<file path="src/rtl/spi_eng_pkg.sv">
package spi_eng_pkg;

  typedef enum logic [1:0] {
    RATE_DIV2  = 2'd0,
    RATE_DIV4  = 2'd1,
    RATE_DIV16 = 2'd2,
    RATE_DIV32 = 2'd3
  } rate_code_e;

  // Number of system clocks per serial clock half period for a rate code.
  function automatic int unsigned half_period(input logic [1:0] code);
    case (rate_code_e'(code))
      RATE_DIV2:  half_period = 1;
      RATE_DIV4:  half_period = 2;
      RATE_DIV16: half_period = 8;
      default:    half_period = 16;
    endcase
  endfunction

endpackage

</file>
<file path="src/rtl/spi_rst_sync.sv">
module spi_rst_sync (
  input  logic clk,
  input  logic rst_n,
  output logic rst_sync_n
);
  logic [1:0] sh_q;

  always_ff @(posedge clk or negedge rst_n) begin
    if (!rst_n) sh_q <= 2'b00;
    else        sh_q <= {sh_q[0], 1'b1};
  end

  assign rst_sync_n = sh_q[1];
endmodule

</file>
<file path="src/rtl/spi_sync.sv">
module spi_sync #(
  parameter int            W       = 1,
  parameter int            STAGES  = 2,
  parameter logic [W-1:0]  RST_VAL = '0
) (
  input  logic         clk,
  input  logic         rst_n,
  input  logic [W-1:0] din,
  output logic [W-1:0] dout
);
  localparam int CHAIN = (STAGES < 1) ? 1 : STAGES;

  logic [CHAIN-1:0][W-1:0] chain_q;
  logic [CHAIN-1:0][W-1:0] chain_d;

  generate
    if (CHAIN == 1) begin : g_single
      always_comb chain_d = din;
    end else begin : g_multi
      always_comb chain_d = {chain_q[CHAIN-2:0], din};
    end
  endgenerate

  always_ff @(posedge clk or negedge rst_n) begin
    if (!rst_n) chain_q <= {CHAIN{RST_VAL}};
    else        chain_q <= chain_d;
  end

  assign dout = chain_q[CHAIN-1];
endmodule

</file>
<file path="src/rtl/spi_rate_gen.sv">
module spi_rate_gen #(
  parameter int CNT_W = 4
) (
  input  logic       clk,
  input  logic       rst_n,
  input  logic       run,
  input  logic [1:0] rate,
  output logic       tick
);
  logic [CNT_W-1:0] cnt_q, cnt_d, half_m1;

  always_comb begin
    half_m1 = CNT_W'(spi_eng_pkg::half_period(rate) - 1);
    tick    = run && (cnt_q == half_m1);
    if (!run || tick) cnt_d = '0;
    else              cnt_d = cnt_q + 1'b1;
  end

  always_ff @(posedge clk or negedge rst_n) begin
    if (!rst_n) cnt_q <= '0;
    else        cnt_q <= cnt_d;
  end

  // Divider never runs past the half period chosen by the rate code.
  assert_half_bound_R3: assert property (@(posedge clk) disable iff (!rst_n)
    run |-> (cnt_q <= half_m1));
endmodule

</file>
<file path="src/rtl/spi_xfer_engine.sv">
module spi_xfer_engine #(
  parameter int DATA_W = 8,
  parameter int SYNC_N = 2,
  parameter int DIV_W  = 4
) (
  input  logic              clk,
  input  logic              rst_n,
  input  logic              cfg_master,
  input  logic              cfg_cpol,
  input  logic              cfg_cpha,
  input  logic [1:0]        cfg_rate,
  input  logic              wr_en,
  input  logic [DATA_W-1:0] wr_data,
  output logic              busy,
  output logic              wr_reject,
  output logic              done,
  output logic [DATA_W-1:0] rx_data,
  output logic              sck_o,
  output logic              sck_oe,
  output logic              mosi_o,
  output logic              mosi_oe,
  input  logic              miso_i,
  input  logic              sck_i,
  input  logic              mosi_i,
  input  logic              ss_n_i,
  output logic              miso_o,
  output logic              miso_oe
);
  localparam int NB_W = $clog2(DATA_W + 1);
  localparam int EC_W = $clog2(2 * DATA_W);
  localparam logic [NB_W-1:0] NB_FULL   = NB_W'(DATA_W);
  localparam logic [NB_W-1:0] NB_LAST   = NB_W'(DATA_W - 1);
  localparam logic [EC_W-1:0] EDGE_LAST = EC_W'(2 * DATA_W - 1);

  logic rst_q_n;
  spi_rst_sync u_rst (.clk(clk), .rst_n(rst_n), .rst_sync_n(rst_q_n));

  // ---------------- slave-side synchronisers and edge detect
  logic [2:0] pin_s;
  logic       sck_s, ss_s, mosi_s, sck_prev_q;
  spi_sync #(.W(3), .STAGES(SYNC_N), .RST_VAL(3'b010)) u_sync (
    .clk(clk), .rst_n(rst_q_n), .din({sck_i, ss_n_i, mosi_i}), .dout(pin_s));
  assign {sck_s, ss_s, mosi_s} = pin_s;

  always_ff @(posedge clk or negedge rst_q_n) begin
    if (!rst_q_n) sck_prev_q <= 1'b0;
    else          sck_prev_q <= sck_s;
  end

  logic s_edge, s_lead, s_trail;
  assign s_edge  = sck_s ^ sck_prev_q;
  assign s_lead  = s_edge && (sck_s != cfg_cpol);
  assign s_trail = s_edge && (sck_s == cfg_cpol);

  // ---------------- state
  logic              busy_q, busy_d;
  logic [DATA_W-1:0] sr_q, sr_d;
  logic              out_q, out_d;
  logic [NB_W-1:0]   nb_q, nb_d;
  logic [EC_W-1:0]   ec_q, ec_d;
  logic              sck_q, sck_d;
  logic [DATA_W-1:0] rx_q, rx_d;
  logic              done_q, done_d;
  logic              rej_q, rej_d;

  // ---------------- master clock divider
  logic m_tick;
  spi_rate_gen #(.CNT_W(DIV_W)) u_rate (
    .clk(clk), .rst_n(rst_q_n), .run(cfg_master && busy_q),
    .rate(cfg_rate), .tick(m_tick));

  // ---------------- edge classification shared by both roles
  logic ev_lead, ev_trail, ev_sample, ev_drive;
  always_comb begin
    if (cfg_master) begin
      ev_lead  = m_tick && !ec_q[0];
      ev_trail = m_tick &&  ec_q[0];
    end else begin
      ev_lead  = s_lead;
      ev_trail = s_trail;
    end
    ev_sample = cfg_cpha ? ev_trail : ev_lead;
    ev_drive  = cfg_cpha ? ev_lead  : ev_trail;
  end

  // ---------------- slave transfer window
  logic s_sel, s_start, s_live;
  assign s_sel   = !ss_s;
  assign s_start = s_sel && !busy_q && (cfg_cpha ? s_lead : 1'b1);
  assign s_live  = (busy_q || s_start) && (nb_q != NB_FULL);

  // ---------------- next state
  always_comb begin
    busy_d = busy_q;
    sr_d   = sr_q;
    out_d  = out_q;
    nb_d   = nb_q;
    ec_d   = ec_q;
    sck_d  = sck_q;
    rx_d   = rx_q;
    done_d = 1'b0;
    rej_d  = 1'b0;

    if (cfg_master) begin
      if (!busy_q) begin
        if (wr_en) begin
          busy_d = 1'b1;
          sr_d   = wr_data;
          out_d  = wr_data[DATA_W-1];
          ec_d   = '0;
          nb_d   = '0;
          sck_d  = cfg_cpol;
        end
      end else begin
        rej_d = wr_en;
        if (m_tick) begin
          sck_d = ~sck_q;
          ec_d  = ec_q + 1'b1;
          if (ev_sample) begin
            sr_d = {sr_q[DATA_W-2:0], miso_i};
            nb_d = nb_q + 1'b1;
          end
          if (ev_drive && (ec_q != EDGE_LAST)) out_d = sr_q[DATA_W-1];
          if (ec_q == EDGE_LAST) begin
            busy_d = 1'b0;
            done_d = 1'b1;
            rx_d   = sr_d;
            nb_d   = '0;
          end
        end
      end
    end else if (!s_sel) begin
      busy_d = 1'b0;
      nb_d   = '0;
      if (wr_en) begin
        if (busy_q) begin
          rej_d = 1'b1;
        end else begin
          sr_d  = wr_data;
          out_d = wr_data[DATA_W-1];
        end
      end
    end else begin
      if (s_start) begin
        busy_d = 1'b1;
        nb_d   = '0;
      end
      if (wr_en) begin
        if (busy_q || s_start) begin
          rej_d = 1'b1;
        end else begin
          sr_d  = wr_data;
          out_d = wr_data[DATA_W-1];
        end
      end
      if (s_live && ev_sample) begin
        sr_d = {sr_q[DATA_W-2:0], mosi_s};
        nb_d = nb_q + 1'b1;
        if (nb_q == NB_LAST) begin
          done_d = 1'b1;
          rx_d   = sr_d;
          if (cfg_cpha) begin
            busy_d = 1'b0;
            nb_d   = '0;
          end
        end
      end
      if (s_live && ev_drive) out_d = sr_q[DATA_W-1];
    end
  end

  // ---------------- registers
  always_ff @(posedge clk or negedge rst_q_n) begin
    if (!rst_q_n) begin
      busy_q <= 1'b0;
      sr_q   <= '0;
      out_q  <= 1'b0;
      nb_q   <= '0;
      ec_q   <= '0;
      sck_q  <= 1'b0;
      rx_q   <= '0;
      done_q <= 1'b0;
      rej_q  <= 1'b0;
    end else begin
      busy_q <= busy_d;
      sr_q   <= sr_d;
      out_q  <= out_d;
      nb_q   <= nb_d;
      ec_q   <= ec_d;
      sck_q  <= sck_d;
      rx_q   <= rx_d;
      done_q <= done_d;
      rej_q  <= rej_d;
    end
  end

  // ---------------- outputs
  assign busy      = busy_q;
  assign wr_reject = rej_q;
  assign done      = done_q;
  assign rx_data   = rx_q;
  assign sck_o     = (cfg_master && busy_q) ? sck_q : cfg_cpol;
  assign sck_oe    = cfg_master;
  assign mosi_o    = out_q;
  assign mosi_oe   = cfg_master;
  assign miso_o    = out_q;
  assign miso_oe   = !cfg_master && !ss_n_i;

  // ---------------- assertions
  assert_sck_home_R2: assert property (@(posedge clk) disable iff (!rst_q_n)
    (cfg_master && $fell(busy_q)) |-> (sck_q == cfg_cpol));

  assert_start_on_write_R5: assert property (@(posedge clk) disable iff (!rst_q_n)
    (cfg_master && $rose(busy_q)) |-> $past(wr_en));

  assert_done_single_R5: assert property (@(posedge clk) disable iff (!rst_q_n)
    done_q |=> !done_q);

  assert_reject_no_load_R6: assert property (@(posedge clk) disable iff (!rst_q_n)
    (busy_q && wr_en && !ev_sample) |=> $stable(sr_q));

  assert_slave_hold_R8: assert property (@(posedge clk) disable iff (!rst_q_n)
    (!cfg_master && !cfg_cpha && done_q && !ss_s) |-> busy_q);

  assert_bitcount_R9: assert property (@(posedge clk) disable iff (!rst_q_n)
    nb_q <= NB_FULL);
endmodule

</file>
<file path="config.mk">
export PLATFORM = sky130hd
export DESIGN_NAME = spi_xfer_engine
export DESIGN_NICKNAME = d
export VERILOG_FILES = /design/src/rtl/spi_eng_pkg.sv /design/src/rtl/spi_rst_sync.sv /design/src/rtl/spi_sync.sv /design/src/rtl/spi_rate_gen.sv /design/src/rtl/spi_xfer_engine.sv
export SDC_FILE = /design/constraint.sdc
export NUM_CORES = 1
export LEC_CHECK = 0
export ABC_CLOCK_PERIOD_IN_PS = 1500
export BUFFER_PORTS_ARGS = -buffer_cell sky130_fd_sc_hd__buf_4
export CAP_MARGIN = 30
export CORE_MARGIN = 8
export CORE_UTILIZATION = 45
export CTS_CLUSTER_SIZE = 20
export DETAILED_ROUTE_END_ITERATION = 8
export PLACE_DENSITY = 0.67
export RECOVER_POWER = 50
export SYNTH_ARGS = -nofsm -noshare
export SYNTH_HDL_FRONTEND = slang
export SYNTH_SLANG_ARGS = --single-unit
</file>
<file path="constraint.sdc">
create_clock -name clk -period 1.5 [get_ports clk]
set_input_delay 0.375 -clock clk [delete_from_list [all_inputs] [get_ports clk]]
set_output_delay 0.375 -clock clk [all_outputs]
set_load 0.05 [all_outputs]
</file>
* Yosys cells after proc, flatten, opt, wreduce, memory -nomap -nowiden
Index checks and enable logic that the tools add are counted.
** Storage, ports and cells
- Word-level logic and storage cells :: 152
- Output and inout port bits :: 17
- Register bits :: 42
- Input bits :: 20
** Cells by class
- Mux-type cells :: 77
- Bitwise operators :: 2
- Add/subtract/negate cells :: 4
- Equality and inequality tests :: 22
- Reductions and logical operators :: 33
** Operators with widths (number)
- $mux W8 :: 18
- $mux W4 :: 14
- $mux W1 :: 44
- $logic_and A1 B1 Y1 :: 13
- $add A4 B1 Y4 const B :: 3
- $ne A4 B2 Y1 const B :: 3
- $pmux W4 S3 :: 1
- $reduce_and A6 Y1 :: 2
- $ne A2 B1 Y1 const B :: 4
- $ne A4 B4 Y1 const B :: 2
- $reduce_and A7 Y1 :: 1
- $logic_not A1 Y1 :: 6
- $ne A3 B2 Y1 const B :: 2
- $ne A3 B3 Y1 const B :: 2
- $reduce_bool A2 Y1 :: 3
- $reduce_bool A3 Y1 :: 2
- $eq A4 B3 Y1 const B :: 1
- $eq A4 B4 Y1 :: 1
- $eq A4 B4 Y1 const B :: 1
- $reduce_and A4 Y1 :: 1
- $reduce_bool A4 Y1 :: 1
- $sub A4 B1 Y4 const B :: 1
- $ne A3 B1 Y1 const B :: 1
- $reduce_and A3 Y1 :: 1
- 9 further kinds :: 10

* Longest topological paths before layout
Gate-level depths: netlist of run 1.
- Depth after elaboration :: 13
- Gate-level depth with buffers :: 11
- Mapped depth without buffers :: 9

* Cells and area by module
From an unflattened synthesis of run 1, not the netlist that was laid out.
** Unflattened totals
- Cell total of the unflattened synthesis :: 289
- Area total of the unflattened synthesis :: 2807.7 um^2
** By module, submodules not included
- spi_xfer_engine :: area an instance 2343.5 um^2, times used 1, seq. area each 750.7 um^2, cells an instance 255
- spi_rate_gen :: area an instance 257.7 um^2, times used 1, seq. area each 100.1 um^2, cells an instance 25
- spi_sync :: area an instance 152.6 um^2, times used 1, seq. area each 152.6 um^2, cells an instance 6
- spi_rst_sync :: area an instance 53.8 um^2, times used 1, seq. area each 50.0 um^2, cells an instance 3

* Least setup slack after synthesis of run 1
Ideal clock, no wire load.
- Kind :: input to register
- From :: input port cfg_rate[0]
- To :: register sr_q[0]
- Arrival :: 2778 ps
- Data required time :: 1374 ps
- Path buffers :: 1
- Cell stages on the path :: 10
- Path slack :: -1404 ps
- Cell sequence :: or2_2 -> ha_1 -> xnor2_1 -> nor4_2 -> a211oi_2 -> or2_1 -> buf_6 -> nor2_4 -> mux2_2 -> a221o_1
** On the way
- Word-level cells in the longest chain between the ends :: 12
- Elaborated cells on any way between the ends :: 23
- Those cells by class :: add/sub: 1; eq/ne: 5; mux: 10; reduce/logical: 7
** RTL lines
- start: declaration :: RTL line spi_xfer_engine.sv:11 : input logic [1:0] cfg_rate,
- $eq A2 B2 Y1, or another cell as far along :: RTL line spi_eng_pkg.sv:12 : case (rate_code_e'(code))
- $pmux W4 S3 (*) :: RTL line spi_eng_pkg.sv:12
- $sub A4 B1 Y4 (*) :: RTL line spi_rate_gen.sv:13 : half_m1 = CNT_W'(spi_eng_pkg::half_period(rate) - 1);
- $eq A4 B4 Y1 (*) :: RTL line spi_rate_gen.sv:14 : tick = run && (cnt_q == half_m1);
- $logic_and A1 B1 Y1 (*) :: RTL line spi_rate_gen.sv:14
- $logic_and A1 B1 Y1 (on tied branches) :: RTL line spi_xfer_engine.sv:76, spi_xfer_engine.sv:77
- $mux W1 :: RTL line spi_xfer_engine.sv:75 : if (cfg_master) begin
- $mux W1 :: RTL line spi_xfer_engine.sv:82 : ev_sample = cfg_cpha ? ev_trail : ev_lead;
- $mux W8 / $logic_and A1 B1 Y1 (equally long branches) :: RTL line spi_xfer_engine.sv:119, spi_xfer_engine.sv:156
- $mux W8 (on tied branches) :: RTL line spi_xfer_engine.sv:116, spi_xfer_engine.sv:156
- $mux W8 (on tied branches) :: RTL line spi_xfer_engine.sv:105, spi_xfer_engine.sv:132
- $mux W8 :: RTL line spi_xfer_engine.sv:104 : if (cfg_master) begin
- end signal: assignment :: RTL line spi_xfer_engine.sv:186 : sr_q <= sr_d;
- end: declaration :: RTL line spi_xfer_engine.sv:57 : logic [DATA_W-1:0] sr_q, sr_d;
Every way passes the cells marked *; elsewhere a longest branch is shown, timed or not. The select of a mux whose other input is x is not followed.
A chain may end at the register's enable or synchronous reset.

* Final worst setup path of run 1
Same ends and word-level chain as after synthesis.

==> summary.md, run 1 <==
| Metric | Value |
|---|---|
| Commonest cells in the netlist | 40 x dfrtp_1, 20 x o21ai_0, 19 x mux2i_1, 19 x nand2_1, 17 x nor2_1 |
| Total gr overflow | 0 |
| Final Max Tran Viols | 0 |
| Clk_lat worst skew | 300 ps |
| H-tree Lvls | 2 |
| Final instance area | 3840 µm² |
| Core Box Area | 5370 µm² |
| Worst-case reg-to-reg path depth | 8 |
| Slew headroom | 57.0% |
| Worst Path Max Fanout | 7 |
| Initial core utilization | 45.5% |
| Violated checks | negative setup slack |
| Arrival @ worst endpoint | 2710 ps |
| TritonRoute pass-1 iters | 4 |
| Die Ht | 89.7 µm |
| Clock Sinks | 42 |
| Worst-margin pin slew | 645 ps |
| CTS Buf Count | 5 |
| Chip Width | 89.7 µm |
| Finished Layout Cells | 414 |
| Global-route wire length before repair | 10800 µm |
| I/O pin total | 37 |
| Multi-input gate area | 1560 µm² |
| Total global-route track usage | 17.5% |
| Reg2Reg Setup Slack | -990 ps |
| Unrepaired setup endpoints after global routing | true |
| Post-synth EDFFs | 0 |
| Ys Warns | 0 |
| Final Hold Fails | 0 |
| Slowest-stage cell, CP | a211oi_2 |
| Most numerous cell in the Yosys netlist | dfrtp_1 |
| Final worst slack | -1020 ps |
| WL met2 | 3740 µm |
| Clock Skew | 6.23 ps |
| M1 wire length | 2930 µm |
| CTS tree | yes |
| Largest net degree at the start of global routing | 26 |
| DP HPWL | 4440 µm |
| Total power | 3.74 mW |
| Share of layout cells above drive strength 1 | 47.7% |
| Fmax | 0.397 GHz |
| Worst path cell trace | buf_8 -> or2_4 -> ha_4 -> xnor2_4 -> buf_4 -> nor3_4 -> a211oi_2 -> or2_4 -> buf_4 -> mux2i_4 -> a211oi_1 -> a221o_1 |
| Yosys reg bits | 42 |
| Largest cells by area after synthesis | dfrtp_1 41%, mux2i_1 7.8%, mux2_2 4.6% |
| Synth Cell Area | 2440 µm² |
| Synth Area per Inst | 10.3 µm² |
| Max layer used | met4 |
| DRC violations left | 0 |
| Top cell type by total area after synthesis | dfrtp_1 |
| Synth top area share | 41.0% |
| Max Cap Violations | 0 |
| Reg2reg end | sr_q[5] |
| DP Worst Slack | -1400 ps |
| Register area | 1050 µm² |
| Fillers | 388 |
| Vias in the first global route | 2225 |
| Hold Path Class | reg2async |
| Ant diodes | 0 |
| Die Area | 8040 µm² |
| Via count | 2276 |
| Starting DRT DRC Count | 89 |
| Status | complete, but fails checks |
| Via-per-instance ratio | 5.50 |
| Num rows | 27 |
| Data required time at the worst endpoint | 1690 ps |
| PwrDens | 976 nW/µm² |
| VDD IR max | 0.493 mV |
| GPL Wtd Cong | 0.815 |
| Buffers on Ports | 36 |
| Crit path time final | 2520 ps |
| Top_reg_cell synth | dfrtp_1 |
| WL/cell | 17.1 µm |
| Initial antenna violation count | 0 |
| Final WL | 7090 µm |
| Post-synthesis async set-or-reset flop share | 100% |
| Netlist cell types | 56 |
| Crit Path Category | in2reg |
| Nets | 366 |
| Pleak | 1.83 nW |
| Crit share post-route | 168% |
| Worst r2r src | u_rate.cnt_q[0] |
| TNS Setup | -25620 ps |
| Crit-path max cell delay | 290 ps |
| Synth Instances | 238 |
| Clk buf depth | 2 |
| DP Area | 3330 µm² |
| Final Setup Violations | 34 |
| Sequential-to-total area share from yosys stat | 43.1% |
| Worst setup EP type | flop |
| Layout area overhead | 57.1% |
| Total nets after synthesis | 263 |
| Met3 routed WL | 289 µm |
| Startpoint types | input pin |
| Root buffer cell | clkbuf_8 |
| Remaining antenna violation count | 0 |
| Clock slew at reported path FFs | 90 ps |
| Dpl cells | 387 |
==> how the worst max path moves through the flow <==
stage / from / to / cells past startpoint
after CTS: cfg_rate[0] / miso_o / 11
final: cfg_rate[0] / sr_q[0] / 12
after global placement: cfg_rate[0] / miso_o / 11
after global routing: cfg_rate[0] / miso_o / 11
after detailed placement: cfg_rate[0] / miso_o / 11
after floorplan: cfg_rate[0] / sr_q[1] / 10
==> metal layers <==
metal,GRT usage [%],vias to the layer above
met5,0,-
met4,4.38,0
met3,3.46,15
met2,31.9,51
met1,20.2,1129
li1,-,1081
==> critical path, delay by kind of cell <==
kind / cells / cell delay (ps)
multiplexers: 1 / 280
AND/OR/NAND/NOR: 3 / 500
adder cells (fa/ha/maj): 1 / 240
buffers and inverters: 3 / 480
XOR/XNOR: 1 / 210
AO/OA/AOI/OAI: 3 / 640
==> timing repair <==
action,CTS,global route
endpoints found under the hold margin,2,0
gates resized for setup,29,17
buffers inserted,9,9
gates cloned,2,0
hold buffers,1,0
pin swaps,11,10
setup endpoints to repair,34,34
==> layout by cell type, fill, tap and decap left out, types with 4 or more instances in the layout <==
master    instances
inv_1             7
buf_12            5
a21o_1            4
buf_4            83
nor2_1           15
clkbuf_8          5
buf_6             9
ha_1              4
nand2_1          17
o21ai_0          16
a221o_1           8
a211oi_1          9
dfrtp_1          39
mux2i_1          18
mux2_4            8
==> power by group <==
group | internal (mW) | switching [mW]
Combinational | 0.618 | 0.615
Sequential | 1.26 | 0.155
Clock | 0.667 | 0.429
==> area by class of cell <==
type                    count  share of cell area (%)
flip-flops and latches     42                    27.5
clock inverters             3                    1.79
inverters                   7                   0.685
repair buffers            109                    25.3
well taps                  72                    2.35
clock buffers               5                    1.79
multi-input cells         176                    40.6
==> registers in the layout, indices dropped and copies added (netlist names) <==
name            count
busy                1
done                1
ec_q                4
miso_o              1
nb_q                4
rx_data             8
sck_prev_q          1
sck_q               1
sr_q                8
u_rate.cnt_q        4
u_rst.sh_q          2
u_sync.chain_d      3
u_sync.dout         3
wr_reject           1
==> metrics by stage <==
| stage | util [%] | hold WS [ps] |
|---|---|---|
| 3_3_place_gp | 62.0 | 159 |
| 4_1_cts | 69.5 | 171 |
| 6_report | 71.4 | 176 |
| 5_1_grt | 71.4 | 182 |
| 2_1_floorplan | - | 79.4 |
| 3_5_place_dp | 62.0 | 159 |
==> cell families after synthesis <==
kind of cell               after synthesis  share of synthesized area, %
adders and majority gates                5                          2.56
muxes                                   29                          12.4
AOI/OAI and AO/OA                       65                          20.1
xor gates and xnor gates                 8                          2.87
and+or+nand+nor                         68                          14.6
DFF                                     42                          43.1
other                                    1                         0.154
buffers and inverters                   20                          4.25
Power figures use the tool's default switching activity.
==> run 2, diff against run 1 <==
--- a/config.mk
+++ b/config.mk
@@ -16,4 +16,5 @@
 export RECOVER_POWER = 50
 export SYNTH_ARGS = -nofsm -noshare
 export SYNTH_HDL_FRONTEND = slang
+export SYNTH_HIERARCHICAL = 1
 export SYNTH_SLANG_ARGS = --single-unit
==> summary.md, run 2 <==
| Metric | Value |
|---|---|
| Startpoint types | input pin |
| Final Max Tran Viols | 0 (unchanged) |
| Status | complete, but fails checks |
| Crit path time final | 2610 ps (+96.8 ps) |
| Nets | 416 (+14%) |
| Total power | 4.00 mW (+6.8%) |
| Worst path cell trace | buf_8 -> nor2_4 -> inv_2 -> ha_4 -> xor2_1 -> nor4_2 -> and3_4 -> nand2_1 -> a221o_1 -> buf_6 -> mux2_4 -> o221ai_2 -> a21oi_1 -> o32a_1 |
| CP Buf/Inv Count | 3 (unchanged) |
| Worst-margin pin slew | 696 ps (+50.8 ps) |
| CTS Buf Count | 5 (unchanged) |
| Crit-path max cell delay | 330 ps (+40 ps) |
| Arrival @ worst endpoint | 2800 ps (+90 ps) |
| Chip Width | 95.0 µm (+5.9%) |
| Initial antenna violation count | 0 (unchanged) |
| Via count | 2575 (+13%) |
| Violated checks | negative setup slack |
| Worst Path Max Fanout | 7 (unchanged) |
| Total global-route track usage | 17.3% (-0.17 points) |
| Main combinational cell family by area after synthesis | compound AO/OA/AOI/OAI gates |
| Data required time at the worst endpoint | 1680 ps (about the same) |
| Final Hold Fails | 0 (unchanged) |
| Core Box Area | 5990 µm² (+12%) |
| Post-synthesis xor/xnor area fraction | 2.18% (-0.69 points) |
| Synth Area in Adders | 2.23% (-0.33 points) |
| Clk buf depth | 2 (unchanged) |
| Final WL | 7610 µm (+7.4%) |
| Final Setup Violations | 29 (-15%) |
| TritonRoute pass-1 iters | 4 (unchanged) |
| Fillers | 471 (+21%) |
| Largest cells by area after synthesis | dfrtp_1 36%, mux2i_1 5.3%, mux2_2 4.0% |
| Post-Synth Simple-Gate Area | 18.9% (+4.3 points) |
| WL/cell | 16.3 µm (-4.8%) |
| Synth Instances | 289 (+21%) |
| Top cell family by delay on the critical path | compound AO/OA/AOI/OAI gates |
| Clk_lat worst skew | 290 ps (about the same) |
| Buffers on Ports | 36 (unchanged) |
| CTS tree | yes |
| Die Area | 9020 µm² (+12%) |
| Top cell type by total area after synthesis | dfrtp_1 |
| Starting DRT DRC Count | 154 (+73%) |
| Clock Skew | 10.4 ps (+4.14 ps) |
| Final worst slack | -1110 ps (-96.8 ps) |
| Pleak | 1.93 nW (+5.5%) |
| Highest-count cells in the layout ignoring fill and taps | 94 x buf_4, 39 x dfrtp_1, 23 x nand2_1 |
| Synth Area per Inst | 9.72 µm² (-5.3%) |
| Unrepaired setup endpoints after global routing | true |
| Netlist cell types | 66 (+18%) |
| Slew headroom | 53.6% (-3.4 points) |
| Total nets after synthesis | 314 (+19%) |
| Layout area overhead | 45.5% |
| VDD IR max | 0.596 mV (+21%) |
| Multi-input gate area | 1800 µm² (+16%) |
| Num rows | 28 (+3.7%) |
| Crit Path Category | in2reg |
| GPL Wtd Cong | 0.900 (+10%) |
| Ant diodes | 0 (unchanged) |
| Post-synthesis async set-or-reset flop share | 100% (unchanged) |
| I/O pin total | 37 (unchanged) |
| Hold slack | 190 ps (+14.1 ps) |
| Register area | 1050 µm² (unchanged) |
| NetSw | 1.28 mW (+6.9%) |
| Initial core utilization | 46.9% (+1.4 points) |
| Post-synthesis mux area share | 10.2% (-2.1 points) |
| Post-synth EDFFs | 0 (unchanged) |
| Crit share post-route | 174% (+6.5 points) |
| Global-route wire length before repair | 12500 µm (+15%) |
| Most common cell after layout, fill and taps aside | buf_4 |
| Die Ht | 95.0 µm (+5.9%) |
| PwrDens | 979 nW/µm² (+0.34%) |
| Clock slew at reported path FFs | 90 ps (about the same) |
| Share of layout cells above drive strength 1 | 45.2% (-2.5 points) |
| Clock share of power | 28.1% (-1.2 points) |
| Clock Sinks | 42 (unchanged) |
| Yosys reg bits | 42 (unchanged) |
| Net Sw Frac | 32.1% (+0.041 points) |
| Via-per-instance ratio | 5.51 (+0.30%) |
| Fmax | 0.383 GHz (-3.7%) |
| H-tree Lvls | 2 (unchanged) |
| DP HPWL | 5510 µm (+24%) |
| Ys Warns | 6 (+6) |
| Gate power share | 35.6% (+2.7 points) |
| Flop pwr share | 36.3% (-1.5 points) |
| Remaining antenna violation count | 0 (unchanged) |
| Synth top area share | 35.7% (-5.3 points) |
| Largest net degree at the start of global routing | 30 (+15%) |
| Synth Area in Compound Gates | 23.8% (+3.7 points) |
| Most numerous cell in the Yosys netlist | dfrtp_1 |
| Top_reg_cell synth | dfrtp_1 |
| Root buffer cell | clkbuf_8 |
| Synth Cell Area | 2810 µm² (+15%) |
| Slowest-stage cell, CP | a221o_1 |
| Hold Path Class | reg2async |
| Total gr overflow | 0 (unchanged) |
| Worst setup EP type | flop |
| Pint | 2.72 mW (+6.7%) |
| Vias in the first global route | 2611 (+17%) |
| DRC violations left | 0 (unchanged) |
| Max Cap Violations | 0 (unchanged) |
| Sequential-to-total area share from yosys stat | 37.5% (-5.6 points) |
| Commonest cells in the netlist | 40 x dfrtp_1, 26 x nand2_1, 18 x o21ai_0, 15 x mux2i_1 |
[run 2: kinds of logic after synthesis]
group,after synthesis
adder cells (fa/ha/maj),5
AO/OA/AOI/OAI,90
other,1
AND/OR/NAND/NOR,88
multiplexers,27
flip-flops,42
buffers and inverters,29
XOR/XNOR,7
[run 2: layer usage]
layer	share of wire (%)	track usage [%]
met1	44	21.3
met5	0	0
met2	47	29.2
met3	6.9	3.57
met4	1.6	6.11
[run 2: cell type report]
cell class,count,share of cell area [%]
well taps,75,2.30
multi-input cells,218,44.1
repair buffers,115,23.4
inverters,9,0.888
clock buffers,6,2.02
clock inverters,2,1.47
flip-flops and latches,42,25.8
[run 2: power by group through the flow]
stage	registers, mW	logic (mW)	clock network [mW]
floorplan	1.51	0.763	0
global placement	1.46	1.29	0
detailed placement	1.47	1.32	0
CTS	1.45	1.41	1.15
global route	1.48	1.53	1.20
finish	1.45	1.42	1.12
[run 2: path summary, 6_finish.rpt]
kind | startpoint | endpoint | slack, ps | cells after the start
min in group clk | mosi_i | u_sync/chain_d[3] | 210 | 1
max in group asynchronous | u_rst/sh_q[1] | busy | 230 | 1
worst min-delay path | u_rst/sh_q[1] | sck_prev_q | 190 | 0
worst min register to register | u_rst/sh_q[1] | sck_prev_q | 190 | 0
worst max-delay path | cfg_rate[0] | sr_q[5] | -1110 | 14
worst max register to register | u_rate/cnt_q[3] | sr_q[5] | -1060 | 10
[run 2: through the flow]
stage / cell area, µm² / util (%) / setup TNS [ps] / std cells / setup slack [ps]
global placement: 3750 / 62.5 / -34130 / 452 / -1520
global route: 4080 / 68.2 / -26430 / 467 / -1240
finish: 4080 / 68.2 / -22310 / 467 / -1110
CTS: 4070 / 68.0 / -21760 / 465 / -1120
detailed placement: 3750 / 62.5 / -36280 / 452 / -1610
floorplan: 2950 / - / -28710 / 289 / -1430
[run 2: what timing repair did]
item / CTS / global route
pin swaps: 12 / 10
endpoints found under the setup margin: 30 / 31
hold endpoints to repair: 2 / 0
hold buffers: 1 / 0
buffers inserted: 3 / 5
gates resized for setup: 40 / 13
gates cloned: 1 / 0
==> run 3, diff against run 2 <==
--- a/config.mk
+++ b/config.mk
@@ -13,7 +13,7 @@
 export CTS_CLUSTER_SIZE = 20
 export DETAILED_ROUTE_END_ITERATION = 8
 export PLACE_DENSITY = 0.67
-export RECOVER_POWER = 50
+export SKIP_LAST_GASP = 1
 export SYNTH_ARGS = -nofsm -noshare
 export SYNTH_HDL_FRONTEND = slang
 export SYNTH_HIERARCHICAL = 1
==> summary.md, run 3 (synthesis gave the netlist of run 2 again) <==
| Metric | Value |
|---|---|
| Status | complete, but fails checks |
| Violated checks | negative setup slack |
| Total gr overflow | 0 (unchanged) |
| Highest-count cells in the layout ignoring fill and taps | 99 x buf_4, 38 x dfrtp_1, 23 x nand2_1 |
| Hold Path Class | reg2async |
| Clk buf depth | 2 (unchanged) |
| DRC violations left | 0 (unchanged) |
| Max Cap Violations | 0 (unchanged) |
| Root buffer cell | clkbuf_8 |
| Worst-margin pin slew | 629 ps (-67.2 ps) |
| Initial core utilization | 46.9% (unchanged) |
| Starting DRT DRC Count | 130 (-16%) |
| Worst Path Max Fanout | 7 (unchanged) |
| Core Box Area | 5990 µm² (unchanged) |
| DP Worst Slack | -1610 ps (unchanged) |
| Vias in the first global route | 2576 (-1.3%) |
| GPL Wtd Cong | 0.900 (unchanged) |
| I/O pin total | 37 (unchanged) |
| Final WL | 7540 µm (-0.95%) |
| Total global-route track usage | 17.1% (-0.21 points) |
| Die Ht | 95.0 µm (unchanged) |
| Crit share post-route | 175% (+0.76 points) |
| Crit Path Category | in2reg |
| Remaining antenna violation count | 0 (unchanged) |
| Layout area overhead | 47.2% |
| Die Area | 9020 µm² (unchanged) |
| Largest net degree at the start of global routing | 30 (unchanged) |
| Chip Width | 95.0 µm (unchanged) |
| Final Setup Violations | 29 (unchanged) |
| Num rows | 28 (unchanged) |
| Unrepaired setup endpoints after global routing | true |
| TritonRoute pass-1 iters | 4 (unchanged) |
| Crit path time final | 2620 ps (+11.4 ps) |
| Clock Sinks | 42 (unchanged) |
| Worst setup EP type | flop |
| VDD IR max | 0.596 mV (about the same) |
| Arrival @ worst endpoint | 2810 ps (about the same) |
| CTS tree | yes |
| Initial antenna violation count | 0 (unchanged) |
| Share of layout cells above drive strength 1 | 46.1% (+0.92 points) |
| Ant diodes | 0 (unchanged) |
| Fmax | 0.381 GHz (-0.43%) |
| Dpl cells | 452 (unchanged) |
| Via count | 2594 (+0.74%) |
| Slew headroom | 57.6% (+4.0 points) |
| H-tree Lvls | 2 (unchanged) |
| Final Hold Fails | 0 (unchanged) |
| Via-per-instance ratio | 5.52 (about the same) |
| Finished Layout Cells | 470 (+0.64%) |
| Clk_lat worst skew | 290 ps (about the same) |
| Data required time at the worst endpoint | 1690 ps (about the same) |
| Final worst slack | -1120 ps (-11.4 ps) |
| DP HPWL | 5510 µm (unchanged) |
| Clock Skew | 10.5 ps (+0.139 ps) |
| Startpoint types | input pin |
| Clock slew at reported path FFs | 90 ps (about the same) |
| Pleak | 1.95 nW (+1.3%) |
| Final Max Tran Viols | 0 (unchanged) |
| PwrDens | 969 nW/µm² (-1.0%) |
| Nets | 419 (+0.72%) |
| CTS Buf Count | 5 (unchanged) |
| Most common cell after layout, fill and taps aside | buf_4 |
| Buffers on Ports | 36 (unchanged) |
| Global-route wire length before repair | 12300 µm (-1.1%) |
| WL/cell | 16.0 µm (-1.6%) |
run 3: per-layer routing:
metal | wire length [µm] | vias to the layer above | track usage (%) | part of all wire, %
met3 | 523 | 9 | 3.57 | 6.9
met5 | 0 | - | 0 | 0
met2 | 3570 | 70 | 28.4 | 47
met4 | 117 | 0 | 5.98 | 1.6
met1 | 3320 | 1233 | 21.3 | 44
li1 | - | 1282 | - | -
run 3: timing repair:
item / 4_1_cts / 5_1_grt
hold buffers: 1 / 0
hold endpoints to repair: 2 / 0
endpoints found under the setup margin: 30 / 31
pin swaps: 12 / 11
buffers inserted: 3 / 7
cloned: 1 / 0
gates resized for setup: 39 / 17
run 3: layout make-up:
cell class              count  area [µm²]
fillers                   467        1860
multi-input cells         218        1800
flip-flops and latches     42        1060
repair buffers            118        1010
well taps                  75        93.8
clock buffers               6        82.6
clock inverters             2        60.1
inverters                   9        36.3
run 3: power breakdown:
group	switching, mW	internal (mW)
Sequential	0.176	1.27
Clock	0.416	0.711
Combinational	0.690	0.741
run 3: final timing paths:
kind	from	end	slack, ps	cells after the start
setup / recovery	cfg_rate[0]	sr_q[5]	-1120	14
hold / removal	u_rst/sh_q[1]	ec_q[3]	150	0
setup reg to reg	u_rate/cnt_q[3]	sr_q[5]	-1070	10
hold reg to reg	u_rst/sh_q[1]	ec_q[3]	150	0
max in group asynchronous	u_rst/sh_q[1]	u_sync/dout[1]	830	1
min in group clk	mosi_i	u_sync/chain_d[3]	180	1
run 3: metrics by stage:
step           cell area, µm²  total power [mW]  hold slack (ps)  setup TNS, ps  util [%]
2_1_floorplan            2950              2.28             79.4         -28710         -
3_3_place_gp             3750              2.75              151         -34130      62.5
3_5_place_dp             3750              2.79              152         -36280      62.5
4_1_cts                  4070              4.00              158         -21760      67.9
5_1_grt                  4130              4.22              164         -27250      69.0
6_report                 4130              4.01              150         -23780      69.0
run 3: critical path: stages:
cell and delay (ps):
buf_8 110, nor2_4 100, inv_2 50, ha_4 150, xor2_1 160, nor4_2 260
and3_4 260, nand2_1 50, a221o_1 340, buf_6 160, mux2_4 300, o221ai_2 140
a21oi_1 70, o32a_1 290
